<file path="src/rtl/bankrf_pkg.sv">
package bankrf_pkg;

    localparam int NUM_ARCH      = 16;
    localparam int NUM_FIQ_PRIV  = 7;
    localparam int NUM_EXC_BANKS = 4;
    localparam int NUM_PHYS      = NUM_ARCH + NUM_FIQ_PRIV + 2 * NUM_EXC_BANKS;
    localparam int PHYS_W        = $clog2(NUM_PHYS);
    localparam int NUM_SSR       = NUM_EXC_BANKS + 1;
    localparam int SSR_W         = $clog2(NUM_SSR);
    localparam int FIQ_BASE      = NUM_ARCH;
    localparam int EXC_BASE      = NUM_ARCH + NUM_FIQ_PRIV;

    localparam logic [4:0] MODE_USR = 5'b10000;
    localparam logic [4:0] MODE_FIQ = 5'b10001;
    localparam logic [4:0] MODE_IRQ = 5'b10010;
    localparam logic [4:0] MODE_SVC = 5'b10011;
    localparam logic [4:0] MODE_ABT = 5'b10111;
    localparam logic [4:0] MODE_UND = 5'b11011;
    localparam logic [4:0] MODE_SYS = 5'b11111;

    typedef enum logic [2:0] {
        BK_USR = 3'd0,
        BK_FIQ = 3'd1,
        BK_IRQ = 3'd2,
        BK_SVC = 3'd3,
        BK_ABT = 3'd4,
        BK_UND = 3'd5
    } bank_e;

endpackage

</file>
<file path="src/rtl/bankrf_mode_dec.sv">
module bankrf_mode_dec
    import bankrf_pkg::*;
(
    input  logic [4:0]       mode,
    output bank_e            bank,
    output logic             has_ssr,
    output logic [SSR_W-1:0] ssr_slot
);

    always_comb begin
        case (mode)
            MODE_FIQ: bank = BK_FIQ;
            MODE_IRQ: bank = BK_IRQ;
            MODE_SVC: bank = BK_SVC;
            MODE_ABT: bank = BK_ABT;
            MODE_UND: bank = BK_UND;
            default:  bank = BK_USR;   // user, system and unlisted encodings
        endcase
        has_ssr  = (bank != BK_USR);
        ssr_slot = has_ssr ? SSR_W'(bank - 3'd1) : '0;
    end

endmodule

</file>
<file path="src/rtl/bankrf_idx_map.sv">
module bankrf_idx_map
    import bankrf_pkg::*;
(
    input  bank_e             bank,
    input  logic [3:0]        arch,
    output logic [PHYS_W-1:0] phys
);

    logic fiq_range;
    logic sp_lr;

    always_comb begin
        fiq_range = (arch >= 4'd8) && (arch <= 4'd14);
        sp_lr     = (arch == 4'd13) || (arch == 4'd14);
        phys      = PHYS_W'(arch);
        if (bank == BK_FIQ) begin
            if (fiq_range)
                phys = PHYS_W'(FIQ_BASE) + PHYS_W'(arch - 4'd8);
        end else if (bank != BK_USR) begin
            if (sp_lr)
                phys = PHYS_W'(EXC_BASE)
                     + PHYS_W'({bank - BK_IRQ, 1'b0})
                     + PHYS_W'(arch - 4'd13);
        end
    end

endmodule

</file>
<file path="src/rtl/bankrf_status.sv">
module bankrf_status
    import bankrf_pkg::*;
#(
    parameter int          DW       = 32,
    parameter logic [31:0] RESET_SR = 32'h0000_00D3
) (
    input  logic          clk,
    input  logic          rst_n,
    input  logic          sr_we,
    input  logic [DW-1:0] sr_wdata,
    input  logic          ssr_we,
    input  logic [DW-1:0] ssr_wdata,
    input  logic          exc_en,
    input  logic [4:0]    exc_mode,
    output logic [DW-1:0] sr_rdata,
    output logic [DW-1:0] ssr_rdata,
    output bank_e         cur_bank
);

    typedef struct packed {
        logic [DW-1:0]              sr;
        logic [NUM_SSR-1:0][DW-1:0] ssr;
    } stat_t;

    stat_t st_d, st_q;

    logic             cur_has, tgt_has;
    logic [SSR_W-1:0] cur_slot, tgt_slot;
    bank_e            tgt_bank;

    bankrf_mode_dec u_cur_dec (
        .mode     (st_q.sr[4:0]),
        .bank     (cur_bank),
        .has_ssr  (cur_has),
        .ssr_slot (cur_slot)
    );

    bankrf_mode_dec u_tgt_dec (
        .mode     (exc_mode),
        .bank     (tgt_bank),
        .has_ssr  (tgt_has),
        .ssr_slot (tgt_slot)
    );

    always_comb begin
        st_d = st_q;
        if (exc_en && tgt_has) begin
            st_d.ssr[tgt_slot] = st_q.sr;
            st_d.sr[4:0]       = exc_mode;
        end else begin
            if (sr_we)
                st_d.sr = sr_wdata;
            if (ssr_we && cur_has)
                st_d.ssr[cur_slot] = ssr_wdata;
        end
    end

    always_ff @(posedge clk or negedge rst_n) begin
        if (!rst_n) begin
            st_q.sr  <= DW'(RESET_SR);
            st_q.ssr <= '0;
        end else begin
            st_q <= st_d;
        end
    end

    assign sr_rdata  = st_q.sr;
    assign ssr_rdata = cur_has ? st_q.ssr[cur_slot] : '0;

endmodule

</file>
<file path="src/rtl/banked_regfile.sv">
module banked_regfile
    import bankrf_pkg::*;
#(
    parameter int          DW       = 32,
    parameter logic [31:0] RESET_SR = 32'h0000_00D3
) (
    input  logic          clk,
    input  logic          rst_n,
    input  logic [3:0]    rd_a_idx,
    output logic [DW-1:0] rd_a_data,
    input  logic [3:0]    rd_b_idx,
    output logic [DW-1:0] rd_b_data,
    input  logic          wr_en,
    input  logic [3:0]    wr_idx,
    input  logic [DW-1:0] wr_data,
    input  logic          sr_wr_en,
    input  logic [DW-1:0] sr_wr_data,
    output logic [DW-1:0] sr_rd_data,
    input  logic          ssr_wr_en,
    input  logic [DW-1:0] ssr_wr_data,
    output logic [DW-1:0] ssr_rd_data,
    input  logic          exc_en,
    input  logic [4:0]    exc_mode
);

    localparam int NPORT = 3;   // read A, read B, write

    typedef struct packed {
        logic [NUM_PHYS-1:0][DW-1:0] gpr;
    } file_t;

    file_t file_d, file_q;
    bank_e cur_bank;

    logic [NPORT-1:0][3:0]        port_arch;
    logic [NPORT-1:0][PHYS_W-1:0] port_phys;

    assign port_arch[0] = rd_a_idx;
    assign port_arch[1] = rd_b_idx;
    assign port_arch[2] = wr_idx;

    bankrf_status #(.DW(DW), .RESET_SR(RESET_SR)) u_status (
        .clk       (clk),
        .rst_n     (rst_n),
        .sr_we     (sr_wr_en),
        .sr_wdata  (sr_wr_data),
        .ssr_we    (ssr_wr_en),
        .ssr_wdata (ssr_wr_data),
        .exc_en    (exc_en),
        .exc_mode  (exc_mode),
        .sr_rdata  (sr_rd_data),
        .ssr_rdata (ssr_rd_data),
        .cur_bank  (cur_bank)
    );

    for (genvar p = 0; p < NPORT; p++) begin : g_map
        bankrf_idx_map u_map (
            .bank (cur_bank),
            .arch (port_arch[p]),
            .phys (port_phys[p])
        );
    end

    always_comb begin
        file_d = file_q;
        if (wr_en)
            file_d.gpr[port_phys[2]] = wr_data;
    end

    always_ff @(posedge clk or negedge rst_n) begin
        if (!rst_n)
            file_q <= '0;
        else
            file_q <= file_d;
    end

    assign rd_a_data = file_q.gpr[port_phys[0]];
    assign rd_b_data = file_q.gpr[port_phys[1]];

endmodule

</file>
<file path="config.mk">
export PLATFORM = sky130hd
export DESIGN_NAME = banked_regfile
export DESIGN_NICKNAME = d
export VERILOG_FILES = /design/src/rtl/bankrf_pkg.sv /design/src/rtl/bankrf_mode_dec.sv /design/src/rtl/bankrf_idx_map.sv /design/src/rtl/bankrf_status.sv /design/src/rtl/banked_regfile.sv
export SDC_FILE = /design/constraint.sdc
export NUM_CORES = 2
export LEC_CHECK = 0
export ABC_AREA = 1
export BUFFER_PORTS_ARGS = -buffer_cell sky130_fd_sc_hd__buf_2
export CORE_ASPECT_RATIO = 1.1
export CORE_UTILIZATION = 45
export CTS_CLUSTER_SIZE = 40
export DETAILED_ROUTE_END_ITERATION = 8
export HOLD_SLACK_MARGIN = 0.15
export SLEW_MARGIN = 10
export SYNTH_ARGS = -nofsm -noshare
export SYNTH_HDL_FRONTEND = slang
export SYNTH_SLANG_ARGS = --single-unit
</file>
<file path="constraint.sdc">
create_clock -name clk -period 8.5 [get_ports clk]
set_input_delay 1.7 -clock clk [delete_from_list [all_inputs] [get_ports clk]]
set_output_delay 1.7 -clock clk [all_outputs]
set_load 0.1 [all_outputs]
</file>
==> metrics.txt <==
status finished clean; largest net degree at the start of global routing 178; Sw Ratio 0.355; row cnt approximately 150; P&R area growth vs syn 10.9%; Max VDD drop 0.000194 V; Ys Warns 0; Synth area leader dfrtp_1; Synth Flop Type dfrtp_1; CP top delay family simple AND/OR/NAND/NOR gates; syn nets 8,387; H-tree depth 4; Worst Skew 21.5 ps; 1st-pass router iterations 6; GRT overflow 0; final WL 246,000 um; R2R Setup Slk ~3300 ps; DR vias/cell between 6 and 7; CTS Root Cell clkbuf_16; Final setup viols 0; mean post-synth cell area 8.13 um2; cells along the critical path inv_1 -> nor2_2 -> nand2_1 -> nand2_1 -> inv_1 -> ha_1 -> ha_1 -> inv_1 -> nand3_1 -> a21oi_1 -> nand3_2 -> buf_4 -> nand2_4 -> buf_4 -> nand2_1 -> nand3_1 -> nand3_1 -> nand3_1 -> nand2_1 -> buf_12; fin crit share 0.932; setup bufs post-CTS 0; Worst Hold Class reg -> reg; Clock Path Buffers 3; final worst path period need 7920 ps; RSZ-0062 raised after global routing false; hold-fix buffers at CTS 0; clock latency on the worst-skew pair 790 ps; P_int roughly 12 mW; Worst Max-Slew Pin Slew about 1400 ps; Placer Congestion 0.864; port bufs 246; sequential cell area 29,600 um2; final antenna-violating net count 0; CTS tree built; number of flops mapped to enable cells by yosys 0; drt wl/cell 24.5 um; Initial Util 0.453; post-synth cell types 41; Max Cap Violations 0; share of layout cells above drive strength 1 0.0828; die width 370 um; CP max-delay cell nand2_4; Post-route DRC 0; Slew HR 0.0951; Setup CP Type reg -> out; Filler Cells Inserted roughly 14,000; Total Neg Setup Slack 0 ps; top-area cell type share of the netlist area 0.440; Inserted Clock Buffers 138; Fin. Hold Viols 0; WP buf/inv 6; Vias 60,808; fin nets 8,119; CP max FO between 40 and 50; area of the multi-input gates approximately 33,000 um2; Comb pwr share 0.271; Clock transition at path regs roughly 60 ps; Crit path required time 6800 ps; Post-Syn Area roughly 67,000 um2; clock share of power 0.326; Die H 407 um; final max-slew violation count 0; Seq/Total Area, Yosys 0.442; synth top area cells dfrtp_1, mux2i_1, nand2_1, nand3_1, o21ai_0; Cells after Synth 8,244; element type at the critical path start register; Worst setup EP type output port; P per Cell Area 252 nW/um2; commonest non-fill, non-tap cell in the layout nand2_1; sequential power share 0.404; clock sinks 1,184; fraction of registers with async set/reset 1.00; WP data arrival 6220 ps; Peak Freq approximately 130 MHz; initial antenna violation count 5; commonest cells after routing, fill and taps aside nand2_1, nand3_1, dfrtp_1, mux2i_1, o21ai_0; die area 151,000 um2; Resized cells post-CTS 0; Starting DRT DRC Count 6,683; GRT Util Overall 0.322; CORE AREA 148,000 um2; #FFs+latches synth 1,184; first-pass GRT wire length approximately 370,000 um; vias in the first global route a little under 60,000; Power Total 18.7 mW; Static Leak 36.7 nW; CP max stage delay 740 ps; io pins 247; Net Switching about 6.6 mW; Final HPWL DP 130,000 um
sequential cells by signal, indices dropped and copies added, names as in the netlist:
register / count
u_status.sr_rdata: 32
u_status.st_q: 160
file_q: 992
worst paths after layout:
check / start / endpoint / cells past startpoint
setup / recovery: u_status.sr_rdata[4] / rd_a_data[4] / 20
hold / removal: u_status.st_q[36] / u_status.st_q[36] / 2
setup reg to reg: u_status.sr_rdata[4] / file_q[359] / 20
hold reg to reg: u_status.st_q[36] / u_status.st_q[36] / 2
max in group asynchronous: rst_n / file_q[111] / 3
min in group asynchronous: rst_n / u_status.st_q[51] / 1
power by group through the flow:
| stage | Combinational, mW | Clock, mW | Sequential [mW] |
|---|---|---|---|
| global route | 5.53 | 6.38 | 7.69 |
| CTS | 5.04 | 6.18 | 7.53 |
| detailed placement | 5.02 | 0 | 7.62 |
| finish | 5.06 | 6.09 | 7.55 |
| global placement | 4.96 | 0 | 7.56 |
| floorplan | 3.60 | 0 | 7.41 |
metal layers:
layer / track usage / wire length (um) / part of all wire / vias up
met5: 0 / 46 / 0.00019 / -
met1: 0.427 / 101000 / 0.41 / 29700
met2: 0.512 / 112000 / 0.45 / 3014
li1: - / - / - / 27443
met3: 0.0610 / 21900 / 0.089 / 643
met4: 0.145 / 11100 / 0.045 / 8
cell type report:
cell class	count	area share
Multi-Input combinational cell	6013	0.448
Sequential cell	1184	0.399
Clock buffer	202	0.0544
Timing Repair Buffer	359	0.0452
Tap cell	1950	0.0328
Inverter	280	0.0144
Clock inverter	42	0.00685
Antenna cell	3	0.000101
worst register-to-register path, cell delays in order (launching register included):
cell     delay, ps
dfstp_2        560
inv_1           80
nor2_2         130
nand2_1         60
nand2_1         90
buf_4          360
ha_1           360
xnor2_1        210
ha_1           190
inv_1           60
fa_1           430
xnor2_1        190
xor2_1         170
nand2_1         90
nand2_2        140
inv_2           90
nand2_2        110
nor2_4          70
nand2_2        800
buf_4          620
o21ai_0        210
through the flow:
step	hold WS (ps)	util	worst slack (ps)	instance area, um2	instances
floorplan	449	-	2030	67000	8244
global placement	465	0.472	1400	69800	9786
detailed placement	468	0.472	1330	69800	9786
CTS	483	0.502	695	74300	10030
global route	501	0.502	300	74300	10030
finish	482	0.503	579	74400	10033
cells in the mapped netlist, types with 7 or more instances:
| library cell | n |
|---|---|
| a21oi_1 | 23 |
| buf_1 | 50 |
| buf_2 | 177 |
| buf_4 | 32 |
| clkbuf_1 | 463 |
| clkbuf_2 | 43 |
| dfrtp_1 | 1179 |
| ha_1 | 21 |
| inv_1 | 271 |
| mux2i_1 | 960 |
| nand2_1 | 2210 |
| nand2_2 | 12 |
| nand2_4 | 9 |
| nand3_1 | 1256 |
| nand3_4 | 16 |
| nor2_1 | 49 |
| nor3_1 | 32 |
| o21ai_0 | 952 |
| o21ai_1 | 223 |
| o221ai_1 | 23 |
| o22ai_1 | 181 |
| xnor2_1 | 7 |
logic make-up (layout without fill, tap and decap cells):
family | Yosys count | in the layout | synth area share
mux | 960 | 960 | 0.143
buf+inv | 1047 | 883 | 0.0648
simple gates | 3606 | 3606 | 0.233
xor+xnor | 10 | 10 | 0.00131
other cells | 0 | 3 | 0
flops | 1184 | 1184 | 0.442
fa+ha+maj | 24 | 24 | 0.00482
compound gates | 1413 | 1413 | 0.111
No activity file was read; power rests on OpenSTA's default activity.
